**src/rtl/rxq_pkg.sv**
```systemverilog
package rxq_pkg;
  localparam int unsigned FSR_DP  = 0;
  localparam int unsigned FSR_TRG = 1;
  localparam logic [15:0] FSR_FIXED = 16'h0060;

  function automatic int unsigned trig_level(input logic [1:0] sel);
    case (sel)
      2'd0:    return 1;
      2'd1:    return 4;
      2'd2:    return 8;
      default: return 14;
    endcase
  endfunction

  function automatic int unsigned flow_limit(input logic [2:0] sel);
    if (sel == 3'd0) return 15;
    if (sel == 3'd1) return 1;
    return 2 * int'(sel);
  endfunction
endpackage

```
**src/rtl/rxq_store.sv**
```systemverilog
module rxq_store #(
  parameter int unsigned DW    = 8,
  parameter int unsigned DEPTH = 16,
  localparam int unsigned AW   = $clog2(DEPTH),
  localparam int unsigned CW   = $clog2(DEPTH + 1)
) (
  input  logic          clk_i,
  input  logic          rst_ni,
  input  logic          flush_i,
  input  logic          push_i,
  input  logic [DW-1:0] data_i,
  input  logic          pop_i,
  output logic [DW-1:0] head_o,
  output logic [CW-1:0] count_o,
  output logic          drop_o
);
  logic [DW-1:0] mem_q [DEPTH];
  logic [AW-1:0] wr_q, rd_q;
  logic [CW-1:0] cnt_q;
  logic full, empty, do_push, do_pop;

  function automatic logic [AW-1:0] nxt(input logic [AW-1:0] p);
    return (p == AW'(DEPTH - 1)) ? '0 : p + AW'(1);
  endfunction

  assign full    = (cnt_q == CW'(DEPTH));
  assign empty   = (cnt_q == '0);
  assign do_pop  = pop_i && !empty && !flush_i;
  assign do_push = push_i && !flush_i && (!full || do_pop);
  assign drop_o  = push_i && !flush_i && full && !do_pop;
  assign head_o  = empty ? '0 : mem_q[rd_q];
  assign count_o = cnt_q;

  always_ff @(posedge clk_i) begin
    if (do_push) mem_q[wr_q] <= data_i;
  end

  always_ff @(posedge clk_i or negedge rst_ni) begin
    if (!rst_ni) begin
      wr_q  <= '0;
      rd_q  <= '0;
      cnt_q <= '0;
    end else if (flush_i) begin
      wr_q  <= '0;
      rd_q  <= '0;
      cnt_q <= '0;
    end else begin
      if (do_push) wr_q <= nxt(wr_q);
      if (do_pop)  rd_q <= nxt(rd_q);
      cnt_q <= cnt_q + CW'(do_push) - CW'(do_pop);
    end
  end

  p_count_bound_r1: assert property (@(posedge clk_i) disable iff (!rst_ni)
    count_o <= CW'(DEPTH));
  p_both_hold_r9: assert property (@(posedge clk_i) disable iff (!rst_ni)
    (push_i && pop_i && !flush_i && count_o != '0) |=> $stable(count_o));
  p_flush_empty_r10: assert property (@(posedge clk_i) disable iff (!rst_ni)
    flush_i |=> (count_o == '0));
  p_pop_empty_r8: assert property (@(posedge clk_i) disable iff (!rst_ni)
    (count_o == '0 && pop_i && !push_i) |=> (count_o == '0));
endmodule

```
**src/rtl/rxq_status.sv**
```systemverilog
module rxq_status #(
  parameter int unsigned DEPTH = 16,
  localparam int unsigned CW   = $clog2(DEPTH + 1)
) (
  input  logic          clk_i,
  input  logic          rst_ni,
  input  logic [CW-1:0] count_i,
  input  logic [1:0]    trig_sel_i,
  input  logic [2:0]    lim_sel_i,
  input  logic          drop_i,
  input  logic          ovr_clr_i,
  output logic [15:0]   fsr_o,
  output logic          ready_o,
  output logic          overrun_o
);
  import rxq_pkg::*;
  logic at_trig;
  logic ovr_q;

  assign at_trig = int'(count_i) >= int'(trig_level(trig_sel_i));
  assign ready_o = int'(count_i) <  int'(flow_limit(lim_sel_i));

  always_comb begin
    fsr_o          = FSR_FIXED;
    fsr_o[FSR_TRG] = at_trig;
    fsr_o[FSR_DP]  = !at_trig && (count_i != '0);
  end

  always_ff @(posedge clk_i or negedge rst_ni) begin
    if (!rst_ni)        ovr_q <= 1'b0;
    else if (drop_i)    ovr_q <= 1'b1;
    else if (ovr_clr_i) ovr_q <= 1'b0;
  end
  assign overrun_o = ovr_q;

  p_overrun_set_r2: assert property (@(posedge clk_i) disable iff (!rst_ni)
    drop_i |=> overrun_o);
  p_flag_excl_r4: assert property (@(posedge clk_i) disable iff (!rst_ni)
    !(fsr_o[FSR_TRG] && fsr_o[FSR_DP]));
  p_full_stops_r6: assert property (@(posedge clk_i) disable iff (!rst_ni)
    (count_i == CW'(DEPTH)) |-> !ready_o);
  p_empty_flags_r5: assert property (@(posedge clk_i) disable iff (!rst_ni)
    (count_i == '0) |-> (fsr_o[1:0] == 2'b00));
endmodule

```
**src/rtl/rxq_trig_top.sv**
```systemverilog
module rxq_trig_top #(
  parameter int unsigned DW    = 8,
  parameter int unsigned DEPTH = 16,
  localparam int unsigned CW   = $clog2(DEPTH + 1)
) (
  input  logic          clk_i,
  input  logic          rst_ni,
  input  logic          push_i,
  input  logic [DW-1:0] push_data_i,
  input  logic          pop_i,
  output logic [DW-1:0] rdata_o,
  input  logic          flush_i,
  input  logic [1:0]    trig_sel_i,
  input  logic [2:0]    lim_sel_i,
  input  logic          ovr_clr_i,
  output logic [15:0]   fsr_o,
  output logic          overrun_o,
  output logic          rx_ready_o,
  output logic [CW-1:0] count_o
);
  logic [CW-1:0] cnt;
  logic          drop;

  rxq_store #(.DW(DW), .DEPTH(DEPTH)) u_store (
    .clk_i   (clk_i),
    .rst_ni  (rst_ni),
    .flush_i (flush_i),
    .push_i  (push_i),
    .data_i  (push_data_i),
    .pop_i   (pop_i),
    .head_o  (rdata_o),
    .count_o (cnt),
    .drop_o  (drop)
  );

  rxq_status #(.DEPTH(DEPTH)) u_status (
    .clk_i      (clk_i),
    .rst_ni     (rst_ni),
    .count_i    (cnt),
    .trig_sel_i (trig_sel_i),
    .lim_sel_i  (lim_sel_i),
    .drop_i     (drop),
    .ovr_clr_i  (ovr_clr_i),
    .fsr_o      (fsr_o),
    .ready_o    (rx_ready_o),
    .overrun_o  (overrun_o)
  );

  assign count_o = cnt;

  p_flush_no_ovr_r10: assert property (@(posedge clk_i) disable iff (!rst_ni)
    (flush_i && !overrun_o) |=> !overrun_o);
endmodule

```
**config.mk**
```make
export PLATFORM = sky130hd
export DESIGN_NAME = rxq_trig_top
export DESIGN_NICKNAME = d
export VERILOG_FILES = /design/src/rtl/rxq_pkg.sv /design/src/rtl/rxq_store.sv /design/src/rtl/rxq_status.sv /design/src/rtl/rxq_trig_top.sv
export SDC_FILE = /design/constraint.sdc
export NUM_CORES = 1
export LEC_CHECK = 0
export BUFFER_PORTS_ARGS = -buffer_cell sky130_fd_sc_hd__buf_2
export CAP_MARGIN = 15
export CORE_UTILIZATION = 40
export DETAILED_ROUTE_END_ITERATION = 8
export PLACE_DENSITY = 0.65
export SYNTH_ARGS = -nofsm -noshare
export SYNTH_HDL_FRONTEND = slang
export SYNTH_SLANG_ARGS = --single-unit
```
**constraint.sdc**
```tcl
create_clock -name clk_i -period 2.7 [get_ports clk_i]
set_input_delay 0.54 -clock clk_i [delete_from_list [all_inputs] [get_ports clk_i]]
set_output_delay 0.54 -clock clk_i [all_outputs]
set_load 0.005 [all_outputs]
```
### Yosys cells after proc, flatten, opt, wreduce, memory -nomap -nowiden

Memory sizes are Yosys's and may differ from the RTL's.
Cells that the tools add are included.

| storage, ports and cells | value |
|---|---|
| register bits after elaboration | 14 |
| memory bits (writable) | 128 |
| input bits | 19 |
| output and inout port bits | 31 |
| logic and storage cells | 57 |
| memories | 1 |

| operators by class | value |
|---|---|
| add/sub/neg operators | 4 |
| magnitude comparators | 2 |
| eq/ne operators | 6 |
| multiplexer cells | 20 |
| reductions and logical operators | 20 |

Memory list:

| name | depth | width | read ports | clocked after Yosys merged registers in | wr ports | line | source |
|---|---|---|---|---|---|---|---|
| u_store.mem_q | 16 | 8 | 1 | 0 | 1 | rxq_store.sv:17 | `logic [DW-1:0] mem_q [DEPTH];` |

Operators by type and width:

| operator | number |
|---|---|
| $mux W4 | 9 |
| $lt A6 B32 Y1 | 1 |
| $mux W32 | 1 |
| $pmux W4 S3 | 1 |
| $add A4 B1 Y4 const B | 2 |
| $eq A4 B4 Y1 const B | 2 |
| $mux W8 | 1 |
| $logic_and A1 B1 Y1 | 7 |
| $mux W1 | 7 |
| $reduce_bool A2 Y1 | 3 |
| $add A5 B1 Y5 | 1 |
| $eq A5 B5 Y1 const B | 1 |
| $ge A5 B4 Y1 | 1 |
| $logic_not A1 Y1 | 5 |
| $logic_not A5 Y1 | 1 |
| $mux W5 | 1 |
| $reduce_bool A5 Y1 | 1 |
| $sub A5 B1 Y5 | 1 |
| $eq A3 B1 Y1 const B | 1 |
| $logic_not A3 Y1 | 1 |
| $eq A2 B1 Y1 const B | 1 |
| $eq A2 B2 Y1 const B | 1 |
| $logic_not A2 Y1 | 1 |
| $logic_or A1 B1 Y1 | 1 |

### Logic depth before layout (Yosys ltp)

| depth | value |
|---|---|
| depth after elaboration | 9 |
| gate-level depth with buffers | 14 |
| mapped depth without buffers | 14 |

### Modules after synthesis

From an unflattened synthesis, not the netlist that was laid out.

| unflattened totals | value |
|---|---|
| cell total of the unflattened synthesis | 356 |
| area total of the unflattened synthesis | 6,279.8 µm² |

Modules (own cells, without submodules):

| module | times used | cells each | area an instance (µm²) | sequential area each (µm²) |
|---|---|---|---|---|
| rxq_store | 1 | 306 | 5,915.7 | 4,169.0 |
| rxq_status | 1 | 50 | 364.1 | 25.0 |

### Worst setup path after synthesis

Ideal clock, no wire load.

| path | value |
|---|---|
| kind | flip-flop to flip-flop |
| from | register u_store.cnt_q[3], in the netlist u_store.count_o[3] |
| to | register u_store.cnt_q[4], in the netlist u_store.count_o[4] |
| library setup time | 133 ps |
| arrival | 2,556 ps |
| required time | 2,567 ps |
| path slack | 11 ps |
| stages on the path, launching flop included | 15 |
| buffers on the path | 0 |
| period minus slack after synthesis | 2,689 ps |
| cell sequence | dfrtp_1 inv_1 ha_1 or4b_1 nand2_1 nor2_1 ha_1 inv_1 ha_1 inv_1 fa_1 nor2b_1 o21bai_1 a21oi_1 nor3b_1 |

| on the way | value |
|---|---|
| word-level cells in the longest chain between the ends | 9 |
| elaborated cells between the ends (all ways) | 11 |
| classes of those cells | add/sub: 2; eq/ne: 1; mux: 1; reduce/logical: 7 |

Ends and longest elaborated chain:

| item | line | source |
|---|---|---|
| start, declared | rxq_store.sv:19 | `logic [CW-1:0] cnt_q;` |
| start signal, assigned | rxq_store.sv:50 | `cnt_q <= cnt_q + CW'(do_push) - CW'(do_pop);` |
| $logic_not A5 Y1 | rxq_store.sv:27 | `assign empty = (cnt_q == '0);` |
| $logic_not A1 Y1 | rxq_store.sv:28 | `assign do_pop = pop_i && !empty && !flush_i;` |
| $logic_and A1 B1 Y1 (2 in series) | rxq_store.sv:28 |  |
| $logic_or A1 B1 Y1 | rxq_store.sv:29 | `assign do_push = push_i && !flush_i && (!full \|\| do_pop);` |
| $logic_and A1 B1 Y1 | rxq_store.sv:29 |  |
| $add A5 B1 Y5 | rxq_store.sv:50 |  |
| $sub A5 B1 Y5 * | rxq_store.sv:50 |  |
| $mux W5 * | rxq_store.sv:43 | `end else if (flush_i) begin` |

Mark *: on every way between the ends. The rest lies on a longest branch, timed or not.
A chain may end at the register's enable or synchronous reset.

### Final worst setup path

| path | value |
|---|---|
| from | register u_store.rd_q[1] |
| to | output rdata_o[0] |

| on the way | value |
|---|---|
| word-level cells in the longest chain between the ends | 2 |

Ends and longest elaborated chain:

| item | line | source |
|---|---|---|
| start, declared | rxq_store.sv:18 | `logic [AW-1:0] wr_q, rd_q;` |
| start signal, assigned | rxq_store.sv:49 | `if (do_pop) rd_q <= nxt(rd_q);` |
| $mem_v2 Z16 W8 | - |  |
| $mux W8 | rxq_store.sv:31 | `assign head_o = empty ? '0 : mem_q[rd_q];` |
| end, declared | rxq_trig_top.sv:11 | `output logic [DW-1:0] rdata_o,` |

Every way passes these cells.

==> flow_metrics.env <==
export IMPL_grt_most_used_layer="met2"
export IMPL_grt_ovfl_total=0
export IMPL_power_static_leakage_nw=2.702
export IMPL_cts_buffer_depth=2
export IMPL_fmax_ghz=0.3643
export IMPL_synth_avg_cell_area_um2=17.12
export IMPL_ys_types=46
export IMPL_post_route_util_pct=49.43
export IMPL_dp_cells=619
export IMPL_r2r_setup_slack_ns=-0.04
export IMPL_cts_buffers=17
export IMPL_dieHeight_um=127.3
export IMPL_report_final_setup_viol=8
export IMPL_synth_cells=367
export IMPL_rsz0062_at_grt="yes"
export IMPL_vias=3378
export IMPL_cts_reportedPaths_clkPinSlew_ns=0.06
export IMPL_slew_headroom_pct=27.87
export IMPL_ir_drop_mv=0.4586
export IMPL_cts_max_level=4
export IMPL_drc_errors=0
export IMPL_ys_async_sr_fraction_pct=9.859
export IMPL_antenna_found_initial=0
export IMPL_synthTopCellsByArea="edfxtp_1, mux4_2, dfrtp_1"
export IMPL_grt_max_degree=20
export IMPL_final_nets=478
export IMPL_yosysWarnings=0
export IMPL_r2r_start="u_store.count_o[3]"
export IMPL_grt_pass1_vias=3326
export IMPL_worst_setup_path_start_kind="register"
export IMPL_io_pins=50
export IMPL_dr_pass1_iters=4
export IMPL_cp_slowest_cell="mux4_2"
export IMPL_dieArea_mm2=0.01621
export IMPL_drt_wl_total_um=12340
export IMPL_rows=45
export IMPL_dp_slack_ns=-0.09415
export IMPL_slew_violations=0
export IMPL_cts_num_sinks=142
export IMPL_worstSetupPathType="reg -> out"
export IMPL_worst_pin_slew_ns=1.082
export IMPL_crit_arrival_ns=2.20
export IMPL_timing_rr_end="u_store.count_o[4]"
export IMPL_critical_path_max_fanout=6
export IMPL_yosysTopAreaCellShare_pct=61.17
export IMPL_path_delay_family="multiplexers"
export IMPL_cp_num_buf_inv=2
export IMPL_antennaDiodeCount=0
export IMPL_reg2regPathDepth=14
export IMPL_p_per_area_mw_per_mm2=846.0
export IMPL_area_growth_pct=20.03
export IMPL_period_minus_slack_ns=2.745
export IMPL_critPathMaxStageDelay_ns=0.51
export IMPL_status="complete, but fails checks"
export IMPL_routed_via_density=5.095
export IMPL_netlist_top_cells_count="edfxtp_1, mux4_2, nor2_1"
export IMPL_grt_met1_usage_pct=21.55
export IMPL_maxCapViolations=0
export IMPL_setup_ws_ns=-0.04495
export IMPL_fin_worst_skew_ns=0.007799
export IMPL_dp_hpwl_um=7849
export IMPL_gr_usage_met3_pct=3.643
export IMPL_grt_pass1_wl_um=19180
export IMPL_wire_per_inst_um=18.61
export IMPL_place_gp_congestion=0.7576
export IMPL_cts_tree="built"
export IMPL_final_cells=663
export IMPL_cts_hold_buffers=0
export IMPL_violations="setup timing"
export IMPL_required_ns=2.16
export IMPL_layout_drive_gt1_share_pct=38.05
export IMPL_ys_seq_area_share_pct=66.75
export IMPL_die_x_um=127.3
export IMPL_ant_nets=0
export IMPL_cts_root_buf="clkbuf_16"
export IMPL_period_share_pct=101.7
export IMPL_yosys_area_top_type="edfxtp_1"
export IMPL_start_util_pct=41.18
export IMPL_track_usage_pct=16.52
export IMPL_path_cells="buf_12, mux4_2, mux2_4, o21ai_2, a21oi_2, buf_2"
export IMPL_met2_usage_pct=27.35
export IMPL_clk_latency_ns=0.41
export IMPL_synth_edff_count=128
export IMPL_first_iter_violations=154
export IMPL_min_delay_path_class="in -> async"
export IMPL_io_buffers=35
export IMPL_netlist_area_mm2=0.006284
export IMPL_crit_path_end_kind="output port"
export IMPL_ys_ff_latch=142
export IMPL_coreArea_mm2=0.01526
export IMPL_yosysMostFrequentCell="edfxtp_1"
export IMPL_finalHoldViolations=0
export IMPL_synth_flop_cell="edfxtp_1"
[routing by layer]
| metal | up-vias | share of wire, % |
|---|---|---|
| met4 | 0 | 0.79 |
| met3 | 7 | 5.0 |
| met5 | - | 0 |
| met2 | 114 | 51 |
| li1 | 1538 | - |
| met1 | 1719 | 43 |
[layout by cell type, fill, tap and decap left out, drive strengths merged, types with 2 or more instances in the layout]
| master | n |
|---|---|
| a211oi | 3 |
| a21o | 3 |
| a21oi | 16 |
| a311o | 2 |
| and2 | 5 |
| and3 | 4 |
| buf | 74 |
| bufinv | 2 |
| clkbuf | 20 |
| clkinv | 9 |
| conb | 14 |
| dfrtp | 14 |
| edfxtp | 128 |
| ha | 18 |
| inv | 17 |
| mux2 | 8 |
| mux2i | 9 |
| mux4 | 32 |
| nand2 | 7 |
| nand2b | 4 |
| nand3 | 4 |
| nand3b | 2 |
| nor2 | 20 |
| nor2b | 5 |
| nor3b | 2 |
| o21ai | 12 |
| xnor2 | 3 |
| xor2 | 2 |
[logic make-up after synthesis]
family          synth area share, %
flops                         66.75
simple gates                  4.938
mux                           14.70
buf+inv                       4.639
compound gates                4.261
fa+ha+maj                     3.903
xor+xnor                     0.6971
other cells                  0.1195
[worst register-to-register path, stage by stage (launching register included)]
cell      delay, ns
dfrtp_1        0.39
inv_2          0.09
ha_4           0.13
or4b_4         0.46
nand2_2        0.09
nor2_2         0.04
ha_1           0.27
inv_1          0.07
ha_2           0.18
inv_2          0.04
fa_2           0.36
nor2b_2        0.13
o21bai_1       0.11
a21oi_2        0.20
nor3b_4        0.07
[state kept, by name, indices dropped and copies added (netlist names)]
| register | count |
|---|---|
| u_status.overrun_o | 1 |
| u_store.count_o | 5 |
| u_store.mem_q | 128 |
| u_store.rd_q | 4 |
| u_store.wr_q | 4 |
[per-stage QoR]
step	total power, mW	setup TNS (ns)	hold WS [ns]	instance area (um2)
floorplan	3.478	0	0.2444	6329
global placement	3.915	0	0.4647	6760
detailed placement	3.949	-0.09415	0.4652	6760
CTS	6.265	-0.3324	0.02193	7427
global route	6.677	-1.023	0.03762	7542
finish	6.380	-0.1989	0.02581	7542
[final cells by class]
type | count | area [um2]
Clock buffer | 20 | 436.7
Clock inverter | 11 | 100.1
Fill cell | 1286 | 7716
Inverter | 17 | 63.81
Multi-Input combinational cell | 188 | 1977
Sequential cell | 142 | 4197
Tap cell | 211 | 264.0
Timing Repair Buffer | 74 | 504.2
[power by group]
group	leakage, nW	switching [mW]	internal [mW]	total, mW
registers	1.34	0.0445	2.46	2.51
logic	1.10	0.850	0.896	1.75
clock network	0.267	0.797	1.33	2.13
total	2.70	1.69	4.69	6.38
[repair_timing]
item / CTS / global route
pin swaps: 4 / 6
setup endpoints to repair: 11 / 12
gates resized for setup: 31 / 22
buffers inserted: 9 / 5
endpoints found under the hold margin: 0 / 0
[worst max-delay path by stage]
| stage | startpoint | endpoint | slack (ns) | cells after the start |
|---|---|---|---|---|
| after floorplan | u_store.count_o[3] | u_store.count_o[4] | 0.01 | 14 |
| after global placement | u_store.count_o[2] | u_store.count_o[4] | 0.03 | 14 |
| after CTS | u_store.rd_q[1] | rdata_o[0] | -0.07 | 6 |
| after detailed placement | u_store.count_o[3] | u_store.count_o[4] | -0.09 | 14 |
| final | u_store.rd_q[1] | rdata_o[0] | -0.04 | 6 |
| after global routing | u_store.count_o[3] | u_store.count_o[4] | -0.16 | 14 |
No activity file was read; power rests on OpenSTA's default activity.
